**src/rtl/adc_regbank_pkg.sv**
```systemverilog
package adc_regbank_pkg;

    localparam int REG_W  = 16;
    localparam int IO_W   = 8;
    localparam int GAIN_W = 3;
    localparam int CH_W   = 3;
    localparam int PAIR_W = 2;
    localparam int NPIN   = 2;

    typedef enum logic [2:0] {
        SEL_NA0  = 3'b000,
        SEL_NA1  = 3'b001,
        SEL_CFG  = 3'b010,
        SEL_DATA = 3'b011,
        SEL_ID   = 3'b100,
        SEL_IO   = 3'b101,
        SEL_OFS  = 3'b110,
        SEL_FS   = 3'b111
    } sel_e;

    // configuration field positions
    localparam int CFG_BO     = 13;
    localparam int CFG_UNI    = 12;
    localparam int CFG_GAIN_L = 8;
    localparam int CFG_REFDET = 5;
    localparam int CFG_BUF    = 4;
    localparam int CFG_CH_L   = 0;

    localparam logic [REG_W-1:0] CFG_RST   = 16'h0710;
    localparam logic [REG_W-1:0] CFG_WMASK = 16'h3737;

    localparam int IO_EN_BIT = 6;
    localparam int IO_DAT_L  = 4;
    localparam logic [IO_W-1:0] IO_WMASK = 8'h70;

    typedef struct packed {
        logic              bo;
        logic              uni;
        logic [GAIN_W-1:0] gain;
        logic              refdet;
        logic              bufb;
        logic [CH_W-1:0]   ch;
    } cfg_f_t;

    typedef struct packed {
        logic [REG_W-1:0] cfg;
        logic [IO_W-1:0]  io;
        logic [REG_W-1:0] data;
        logic             rdy_n;
        logic             wr_err;
    } top_st_t;

    localparam top_st_t TOP_RST = '{
        cfg:    CFG_RST,
        io:     '0,
        data:   '0,
        rdy_n:  1'b1,
        wr_err: 1'b0
    };

endpackage

```
**src/rtl/adc_cfg_decode.sv**
```systemverilog
module adc_cfg_decode
    import adc_regbank_pkg::*;
(
    input  cfg_f_t              f,
    output logic [GAIN_W-1:0]   gain_code,
    output logic                buf_en,
    output logic                burnout_en,
    output logic                unipolar,
    output logic                refdet_en,
    output logic [PAIR_W-1:0]   cal_pair,
    output logic                supply_mon,
    output logic                ch_reserved
);

    localparam logic [GAIN_W-1:0] AMP_GAIN_MIN = 3'd2;

    logic amp_on;

    always_comb begin
        amp_on      = (f.gain >= AMP_GAIN_MIN);
        gain_code   = f.gain;
        buf_en      = f.bufb | amp_on;
        burnout_en  = f.bo & (f.bufb | amp_on);
        unipolar    = f.uni;
        refdet_en   = f.refdet;
        supply_mon  = 1'b0;
        ch_reserved = 1'b0;
        unique case (f.ch)
            3'b000:  cal_pair = 2'd0;
            3'b001:  cal_pair = 2'd1;
            3'b010:  cal_pair = 2'd2;
            3'b011:  cal_pair = 2'd0;
            3'b111: begin
                cal_pair   = 2'd0;
                supply_mon = 1'b1;
            end
            default: begin
                cal_pair    = 2'd0;
                ch_reserved = 1'b1;
            end
        endcase
    end

endmodule

```
**src/rtl/adc_pin_ctl.sv**
```systemverilog
module adc_pin_ctl
    import adc_regbank_pkg::*;
#(
    parameter int N = NPIN
) (
    input  logic         drive_en,
    input  logic [N-1:0] drive_val,
    output logic [N-1:0] pin_oe,
    output logic [N-1:0] pin_out
);

    for (genvar i = 0; i < N; i++) begin : g_pin
        assign pin_oe[i]  = drive_en;
        assign pin_out[i] = drive_en & drive_val[i];
    end

endmodule

```
**src/rtl/adc_cal_bank.sv**
```systemverilog
module adc_cal_bank
    import adc_regbank_pkg::*;
#(
    parameter int               NPAIR     = 3,
    parameter int               CAL_W     = 16,
    parameter logic [CAL_W-1:0] OFS_RESET = 16'h8000,
    parameter logic [CAL_W-1:0] FS_RESET  = 16'h5000
) (
    input  logic              clk,
    input  logic              rst_n,
    input  logic [PAIR_W-1:0] pair,
    input  logic              mode_quiet,
    input  logic              host_ofs_we,
    input  logic              host_fs_we,
    input  logic [CAL_W-1:0]  host_data,
    input  logic              cal_zs_vld,
    input  logic              cal_fs_vld,
    input  logic [CAL_W-1:0]  cal_data,
    output logic [CAL_W-1:0]  ofs_rd,
    output logic [CAL_W-1:0]  fs_rd,
    output logic              rej
);

    typedef struct packed {
        logic [NPAIR-1:0][CAL_W-1:0] ofs;
        logic [NPAIR-1:0][CAL_W-1:0] fs;
    } cal_st_t;

    cal_st_t st_d, st_q;
    logic    rej_ofs, rej_fs;

    always_comb begin
        st_d    = st_q;
        rej_ofs = host_ofs_we & (~mode_quiet | cal_zs_vld);
        rej_fs  = host_fs_we  & (~mode_quiet | cal_fs_vld);
        if (host_ofs_we && !rej_ofs) st_d.ofs[pair] = host_data;
        if (host_fs_we  && !rej_fs)  st_d.fs[pair]  = host_data;
        if (cal_zs_vld) st_d.ofs[pair] = cal_data;
        if (cal_fs_vld) st_d.fs[pair]  = cal_data;
        if (!rst_n) begin
            for (int i = 0; i < NPAIR; i++) begin
                st_d.ofs[i] = OFS_RESET;
                st_d.fs[i]  = FS_RESET;
            end
        end
    end

    always_ff @(posedge clk) begin
        st_q <= st_d;
    end

    assign ofs_rd = st_q.ofs[pair];
    assign fs_rd  = st_q.fs[pair];
    assign rej    = rej_ofs | rej_fs;

    AST_OFS_LOCKED: assert property (@(posedge clk) disable iff (!rst_n)
        (host_ofs_we && !mode_quiet && !cal_zs_vld) |=> $stable(st_q.ofs));
    AST_FS_LOCKED: assert property (@(posedge clk) disable iff (!rst_n)
        (host_fs_we && !mode_quiet && !cal_fs_vld) |=> $stable(st_q.fs));
    AST_ZS_LANDS: assert property (@(posedge clk) disable iff (!rst_n)
        cal_zs_vld |=> (st_q.ofs[$past(pair)] == $past(cal_data)));
    AST_FSCAL_LANDS: assert property (@(posedge clk) disable iff (!rst_n)
        cal_fs_vld |=> (st_q.fs[$past(pair)] == $past(cal_data)));

endmodule

```
**src/rtl/adc_regbank.sv**
```systemverilog
module adc_regbank
    import adc_regbank_pkg::*;
#(
    parameter int               NPAIR     = 3,
    parameter int               CAL_W     = 16,
    parameter logic [7:0]       ID_VAL    = 8'h48,
    parameter logic [CAL_W-1:0] OFS_RESET = 16'h8000,
    parameter logic [CAL_W-1:0] FS_RESET  = 16'h5000
) (
    input  logic              clk,
    input  logic              rst_n,
    input  logic              wr_en,
    input  logic              rd_en,
    input  logic [2:0]        sel,
    input  logic [REG_W-1:0]  wdata,
    output logic [REG_W-1:0]  rdata,
    output logic              wr_err,
    input  logic              mode_quiet,
    input  logic              cal_zs_vld,
    input  logic              cal_fs_vld,
    input  logic [CAL_W-1:0]  cal_data,
    input  logic              conv_done,
    input  logic [REG_W-1:0]  conv_data,
    output logic              rdy_n,
    output logic [GAIN_W-1:0] gain_code,
    output logic              buf_en,
    output logic              burnout_en,
    output logic              unipolar,
    output logic              refdet_en,
    output logic [PAIR_W-1:0] cal_pair,
    output logic              supply_mon,
    output logic              ch_reserved,
    output logic [NPIN-1:0]   pin_oe,
    output logic [NPIN-1:0]   pin_out
);

    top_st_t          st_d, st_q;
    cfg_f_t           cfg_f;
    sel_e             sel_t;
    logic             host_ofs_we, host_fs_we, cal_rej, bad_wr;
    logic [CAL_W-1:0] ofs_rd, fs_rd;

    assign sel_t       = sel_e'(sel);
    assign host_ofs_we = wr_en && (sel_t == SEL_OFS);
    assign host_fs_we  = wr_en && (sel_t == SEL_FS);

    always_comb begin
        cfg_f.bo     = st_q.cfg[CFG_BO];
        cfg_f.uni    = st_q.cfg[CFG_UNI];
        cfg_f.gain   = st_q.cfg[CFG_GAIN_L +: GAIN_W];
        cfg_f.refdet = st_q.cfg[CFG_REFDET];
        cfg_f.bufb   = st_q.cfg[CFG_BUF];
        cfg_f.ch     = st_q.cfg[CFG_CH_L +: CH_W];
    end

    adc_cfg_decode u_dec (
        .f           (cfg_f),
        .gain_code   (gain_code),
        .buf_en      (buf_en),
        .burnout_en  (burnout_en),
        .unipolar    (unipolar),
        .refdet_en   (refdet_en),
        .cal_pair    (cal_pair),
        .supply_mon  (supply_mon),
        .ch_reserved (ch_reserved)
    );

    adc_cal_bank #(
        .NPAIR     (NPAIR),
        .CAL_W     (CAL_W),
        .OFS_RESET (OFS_RESET),
        .FS_RESET  (FS_RESET)
    ) u_cal (
        .clk         (clk),
        .rst_n       (rst_n),
        .pair        (cal_pair),
        .mode_quiet  (mode_quiet),
        .host_ofs_we (host_ofs_we),
        .host_fs_we  (host_fs_we),
        .host_data   (wdata[CAL_W-1:0]),
        .cal_zs_vld  (cal_zs_vld),
        .cal_fs_vld  (cal_fs_vld),
        .cal_data    (cal_data),
        .ofs_rd      (ofs_rd),
        .fs_rd       (fs_rd),
        .rej         (cal_rej)
    );

    adc_pin_ctl #(.N(NPIN)) u_pin (
        .drive_en  (st_q.io[IO_EN_BIT]),
        .drive_val (st_q.io[IO_DAT_L +: NPIN]),
        .pin_oe    (pin_oe),
        .pin_out   (pin_out)
    );

    always_comb begin
        st_d   = st_q;
        bad_wr = 1'b0;
        if (wr_en) begin
            unique case (sel_t)
                SEL_CFG: st_d.cfg = wdata & CFG_WMASK;
                SEL_IO:  st_d.io  = wdata[IO_W-1:0] & IO_WMASK;
                SEL_OFS, SEL_FS: ;
                default: bad_wr = 1'b1;
            endcase
        end
        if (conv_done) begin
            st_d.data  = conv_data;
            st_d.rdy_n = 1'b0;
        end else if (rd_en && (sel_t == SEL_DATA)) begin
            st_d.rdy_n = 1'b1;
        end
        st_d.wr_err = bad_wr | cal_rej;
        if (!rst_n) st_d = TOP_RST;
    end

    always_ff @(posedge clk) begin
        st_q <= st_d;
    end

    always_comb begin
        unique case (sel_t)
            SEL_CFG:  rdata = st_q.cfg;
            SEL_DATA: rdata = st_q.data;
            SEL_ID:   rdata = REG_W'(ID_VAL);
            SEL_IO:   rdata = REG_W'(st_q.io);
            SEL_OFS:  rdata = REG_W'(ofs_rd);
            SEL_FS:   rdata = REG_W'(fs_rd);
            default:  rdata = '0;
        endcase
    end

    assign wr_err = st_q.wr_err;
    assign rdy_n  = st_q.rdy_n;

    AST_BURNOUT_GATED: assert property (@(posedge clk) disable iff (!rst_n)
        burnout_en |-> buf_en);
    AST_AMP_FORCES_BUF: assert property (@(posedge clk) disable iff (!rst_n)
        (gain_code >= 3'd2) |-> buf_en);
    AST_CFG_RSVD_ZERO: assert property (@(posedge clk) disable iff (!rst_n)
        (sel_t == SEL_CFG) |-> ((rdata & ~CFG_WMASK) == '0));
    AST_MON_NOT_RSVD: assert property (@(posedge clk) disable iff (!rst_n)
        supply_mon |-> !ch_reserved);
    AST_DONE_CLEARS: assert property (@(posedge clk) disable iff (!rst_n)
        conv_done |=> !rdy_n);
    AST_READ_SETS: assert property (@(posedge clk) disable iff (!rst_n)
        (rd_en && sel_t == SEL_DATA && !conv_done) |=> rdy_n);
    AST_PIN_NEEDS_OE: assert property (@(posedge clk) disable iff (!rst_n)
        ((pin_out & ~pin_oe) == '0));
    AST_RO_WRITE_ERR: assert property (@(posedge clk) disable iff (!rst_n)
        (wr_en && (sel_t == SEL_DATA || sel_t == SEL_ID)) |=> wr_err);
    AST_RO_WRITE_KEEPS: assert property (@(posedge clk) disable iff (!rst_n)
        (wr_en && sel_t == SEL_DATA && !conv_done) |=> $stable(st_q.data));

endmodule

```
**config.mk**
```make
export PLATFORM = sky130hd
export DESIGN_NAME = adc_regbank
export DESIGN_NICKNAME = d
export VERILOG_FILES = /design/src/rtl/adc_regbank_pkg.sv /design/src/rtl/adc_cfg_decode.sv /design/src/rtl/adc_pin_ctl.sv /design/src/rtl/adc_cal_bank.sv /design/src/rtl/adc_regbank.sv
export SDC_FILE = /design/constraint.sdc
export NUM_CORES = 1
export LEC_CHECK = 0
export ABC_AREA = 1
export BUFFER_PORTS_ARGS = -buffer_cell sky130_fd_sc_hd__buf_2
export CORE_MARGIN = 3
export CORE_UTILIZATION = 49
export CTS_CLUSTER_DIAMETER = 120
export DETAILED_ROUTE_END_ITERATION = 10
export GPL_ROUTABILITY_DRIVEN = 0
export PLACE_DENSITY = 0.7
export SETUP_SLACK_MARGIN = 0.15
export SYNTH_ARGS = -nofsm -noshare
export SYNTH_HDL_FRONTEND = slang
export SYNTH_HIERARCHICAL = 1
export SYNTH_SLANG_ARGS = --single-unit
```
**constraint.sdc**
```tcl
create_clock -name clk -period 5.5 [get_ports clk]
set_input_delay 1.1 -clock clk [delete_from_list [all_inputs] [get_ports clk]]
set_output_delay 1.1 -clock clk [all_outputs]
set_load 0.02 [all_outputs]
```
# Word-level counts from Yosys, hierarchy flattened

Index checks and enable logic that the tools add are counted.

Register bits after elaboration: 127
Input bits: 59
Output and inout bits: 33
Word-level logic and storage cells: 71

Order comparisons: 3
Equal/unequal tests: 10
Multiplexer cells: 22
Bitwise gates (word level): 11
Reduce and logical (&&, ||, !) cells: 14

Operators with widths:

| kind                 | number |
|---|---|
| $bwmux W48           | 4 |
| $mux W48             | 4 |
| $pmux W16 S6         | 1 |
| $bmux W16 S2         | 2 |
| $mux W16             | 3 |
| $demux W16 S2        | 1 |
| $eq A3 B3 Y1 const B | 5 |
| $eq A3 B2 Y1 const B | 4 |
| $logic_and A1 B1 Y1  | 6 |
| $mux W1              | 6 |
| $and A1 B1 Y1        | 5 |
| $or A1 B1 Y1         | 5 |
| $reduce_or A5 Y1     | 1 |
| $pmux W2 S2          | 1 |
| $reduce_and A2 Y1    | 2 |
| $reduce_or A4 Y1     | 1 |
| $eq A3 B1 Y1 const B | 1 |
| $ge A3 B2 Y1 const B | 1 |
| $logic_not A3 Y1     | 1 |
| $lt A2 B3 Y1 const B | 1 |
| $ge A2 B1 Y1 const B | 1 |
| $logic_not A1 Y1     | 2 |
| $reduce_bool A2 Y1   | 1 |
| $not A1 Y1           | 1 |

# Logic depth before layout (Yosys ltp)

Word-level depth: 10
Mapped depth: 14
Gate-level depth less buffers: 11

# Cells and area by module

The synthesis kept the hierarchy.

Modules (own cells, without submodules):

| module         | times used | cells each | area each (um2) | seq. area each (um2) |
|---|---|---|---|---|
| adc_cal_bank   | 1          | 924        | 5465.2          | 1921.8 |
| adc_regbank    | 1          | 310        | 1849.3          | 620.6 |
| adc_cfg_decode | 1          | 17         | 93.8            | 0.0 |
| adc_pin_ctl    | 1          | 6          | 30.0            | 0.0 |

# Worst setup path after synthesis

Ideal clock, no wire load.

Path type: flip-flop to output port
Start point: reg st_q (netlist bit cfg_f[0])
End point: out rdata[4]
Arrival time: 2.231 ns
Data required time: 4.400 ns
Slack: 2.169 ns
Cell stages (with the launch flop): 12
Buffers on the path: 2
Path through: dfxtp_1 nor3b_2 inv_1 nor2_4 buf_2 buf_1 nand2_1 nand3_1 nand4_1 nand2_1 nor2_1 nand2_1

Word-level cells in the longest chain between the ends: 5
Elaborated cells on any way between the ends: 8
Those cells by class: 2 x eq/ne; 6 x mux

Ends and longest elaborated chain:

| item                                         | RTL line             | source |
|---|---|---|
| start, declared                              | adc_regbank.sv:37    | `top_st_t st_d, st_q;` |
| start signal, assigned                       | adc_regbank.sv:118   | `st_q <= st_d;` |
| $eq A3 B2 Y1 or $eq A3 B1 Y1 (tied branches) | adc_cfg_decode.sv:28 | `unique case (f.ch)` |
| $pmux W2 S2 *                                | adc_cfg_decode.sv:28 |  |
| net cal_pair[0]                              | adc_regbank.sv:30    | `output logic [PAIR_W-1:0] cal_pair,` |
| $bmux W16 S2 *                               | adc_cal_bank.sv:52   | `assign ofs_rd = st_q.ofs[pair];` |
| $mux W16 (not written as such) *             | adc_cal_bank.sv:52   |  |
| net ofs_rd[4]                                | adc_regbank.sv:41    | `logic [CAL_W-1:0] ofs_rd, fs_rd;` |
| $pmux W16 S6 *                               | adc_regbank.sv:122   | `unique case (sel_t)` |
| end, declared                                | adc_regbank.sv:16    | `output logic [REG_W-1:0] rdata,` |

The timed path passes the listed nets; every way through them passes the cells marked *. The select of a mux whose other input is x is not followed.

# Worst setup path after layout

Start point: reg st_q (netlist bit cfg_f[1])
End point: out rdata[1]

Word-level cells in the longest chain between the ends: 5
Elaborated cells on any way between the ends: 8
Those cells by class: 2 x eq/ne; 6 x mux

Ends and longest elaborated chain:

| item                                         | RTL line |
|---|---|
| $eq A3 B2 Y1 or $eq A3 B1 Y1 (tied branches) | adc_cfg_decode.sv:28 |
| $pmux W2 S2 *                                | adc_cfg_decode.sv:28 |
| $bmux W16 S2 *                               | adc_cal_bank.sv:52 |
| $mux W16 (not written as such) *             | adc_cal_bank.sv:52 |
| net ofs_rd[1]                                | adc_regbank.sv:41 |
| $pmux W16 S6 *                               | adc_regbank.sv:122 |

Marked as above.

==> summary.txt <==
Placement
  – Placed Area: 7840 sq um
  – IO Port Bufs: 91
  – Placed Instances: 1464
  – Dpl hpwl: 16.3 mm

Detailed routing
  – Via count: 8181
  – DR vias/cell: 5.47
  – Drt first pass iters: 5
  – 1st-iter DRT viols: 987
  – Residual DRC count: 0
  – Total wire length: 25.7 mm
  – ANT nets after route: 0
  – Wire length on met3: 2.66 mm
  – Top Layer Used: met4
  – Metal-1 WL: 10.5 mm
  – DR WL met2: 11.5 mm
  – Routed len/inst: 17.2 microns

GRT
  – Largest net degree at the start of global routing: 69
  – Vias in the first global route: 7350
  – GRT Total Usage: 0.305
  – Initial antenna violation count: 0
  – Global-route wire length before repair: 39.2 mm
  – Congestion Overflow GR: 0

Critical path
  – FF-to-FF setup slack: 1700 ps
  – Setup CP Type: flop to output pin
  – Startpoint Class: flop
  – Worst Path Required: 4400 ps
  – CP arrival: 3330 ps
  – Peak fanout along the critical path: 28
  – Critical path endpoint category: output pin

Clock tree
  – Clock Path Buffers: 2
  – Number of gates resized after cts: 0
  – Clk sink count: 127
  – H-tree depth: 4
  – Root buffer cell: clkbuf_16
  – Insertion delay to the later sink of the worst-skew pair: 420 ps
  – CTS tree: built
  – CTS buffer count: 17
  – Clock transition at path regs: 60 ps
  – CTS Hold Buffers Added: 0
  – Setup bufs post-CTS: 0

Synthesis
  – Post-Synthesis Cell Area: 7440 sq um
  – Register area share after synthesis: 0.342
  – Synth cell types: 29
  – Syn Nets: 1316
  – Synthesized area per cell: 5.92 sq um
  – FF+latch count, synth: 127
  – Ys Warns: 6
  – Synth Instances: 1257

Power
  – Pwr per Cell Area: 306 nW/um^2
  – Peak VDD IR: 0.203 mV
  – Total Power: 2.60 mW
  – Leakage power: 4.00 nW

Cells and area
  – Most common cell after layout, fill and taps aside: nand2_1
  – Most frequent cells in the layout: nand2_1 (320), nor2_1 (259), inv_1 (142)
  – Fill cells: 1525
  – Ant diodes: 0
  – Nets: 1358
  – Area growth syn-to-layout: 14.3%
  – Share of post-route cells with drive strength above 1: 0.117
  – Fin area: 8500 sq um
  – Post-Layout Cell Count: 1496

Timing
  – Max-slew headroom: 0.233
  – Final worst-path cycle share: 0.805
  – Clk_skew: 4.83 ps
  – Final hold slack: 455 ps
  – Final Hold Fails: 0
  – Fmax achieved: 0.226 GHz
  – Worst Tran Pin Value: 1150 ps
  – Max Transition Viols Final: 0
  – Tmin final: 4430 ps
  – RSZ-0062 raised after global routing: false
  – Setup violators final: 0
  – Sum Neg Setup Slack: 0 ps

Job
  – Max-cap viol count: 0

Die
  – Core Area: 14700 sq um
  – Initial Util: 0.506
  – Rows: 44
  – Io pins: 92
  – Die ar.: 16700 sq um
  – Die X: 129 microns
  – Chip height: 129 microns

Hold path
  – Hold Path Class: flop to flop

Status
  – Status: finished clean
==> routing by layer <==
layer  GRT usage  vias up
met5           0        -
met4       0.129        0
met3      0.0758       65
met2       0.484      422
met1       0.397     3680
li1            -     4014
==> critical path, cell delays in order, from the launching register on <==
cell and delay (ps):
dfxtp_1 440, nand2_1 80, nor2_1 560, inv_1 200, nor2_2 620, buf_12 280
nand2_1 70, o211ai_1 110, inv_1 100, nor2_1 120, nor2_1 90, nand2_1 80
buf_2 160
==> through the flow <==
stage                     utilization  setup WS (ps)
final                           0.579           1070
after global routing            0.579            899
after CTS                       0.579           1150
after detailed placement        0.534           1420
after global placement          0.534           1450
after floorplan                     -           2170
==> final cells by class <==
type	instances	area (sq um)	area share
clock buffer	20	447	0.0525
clock inverter	12	214	0.0252
inverter	151	569	0.0669
multi-input combinational	901	3960	0.465
sequential	127	2540	0.299
tap	184	230	0.0271
timing repair buffer	101	543	0.0639
==> worst paths after layout <==
path	from	end	depth (start not counted)
max	cfg_f[1]	rdata[1]	12
max reg2reg	cfg_f[1]	u_cal/st_q[91]	10
min	st_q[4]	st_q[4]	2
min reg2reg	st_q[4]	st_q[4]	2
==> synth_stat cells <==
master,n,area [sq um]
nor2_1,259,972
a21boi_0,1,7.51
buf_2,24,120
nand4_1,13,81.3
nand2_1,320,1200
nor2_2,3,18.8
buf_4,9,67.6
o21bai_1,17,128
nand3b_1,2,15.0
inv_1,142,533
buf_6,2,22.5
a21oi_1,89,445
nand3_1,69,345
o221ai_1,3,26.3
o22ai_1,1,6.26
o21ai_1,2,10.0
buf_1,5,18.8
nor2_4,4,45.0
nand2_4,1,11.3
inv_2,7,26.3
o211ai_1,16,120
clkinv_1,1,3.75
dfxtp_1,127,2540
o21ai_0,94,470
clkbuf_2,1,5.00
nand2_2,6,37.5
inv_4,1,6.26
clkbuf_1,37,139
nor3b_2,1,12.5
==> sequential cells by signal, summed over array words and instances (netlist names) <==
name        flops
u_cal/st_q     96
st_q           19
cfg_f          10
rdy_n           1
wr_err          1
==> logic make-up after synthesis <==
logic type | count (synthesis) | synth area share
AOI/OAI and AO/OA | 223 | 0.163
buffers and inverters | 229 | 0.127
DFF | 127 | 0.342
and+or+nand+nor | 678 | 0.368
==> where the power goes <==
part	switching [mW]	internal (mW)	leakage, nW
sequential	0.0212	0.964	1.04
clock	0.426	0.858	0.328
combinational	0.229	0.102	2.63
total	0.676	1.92	4.00
Note: power is estimated with default switching activity, not from simulation.
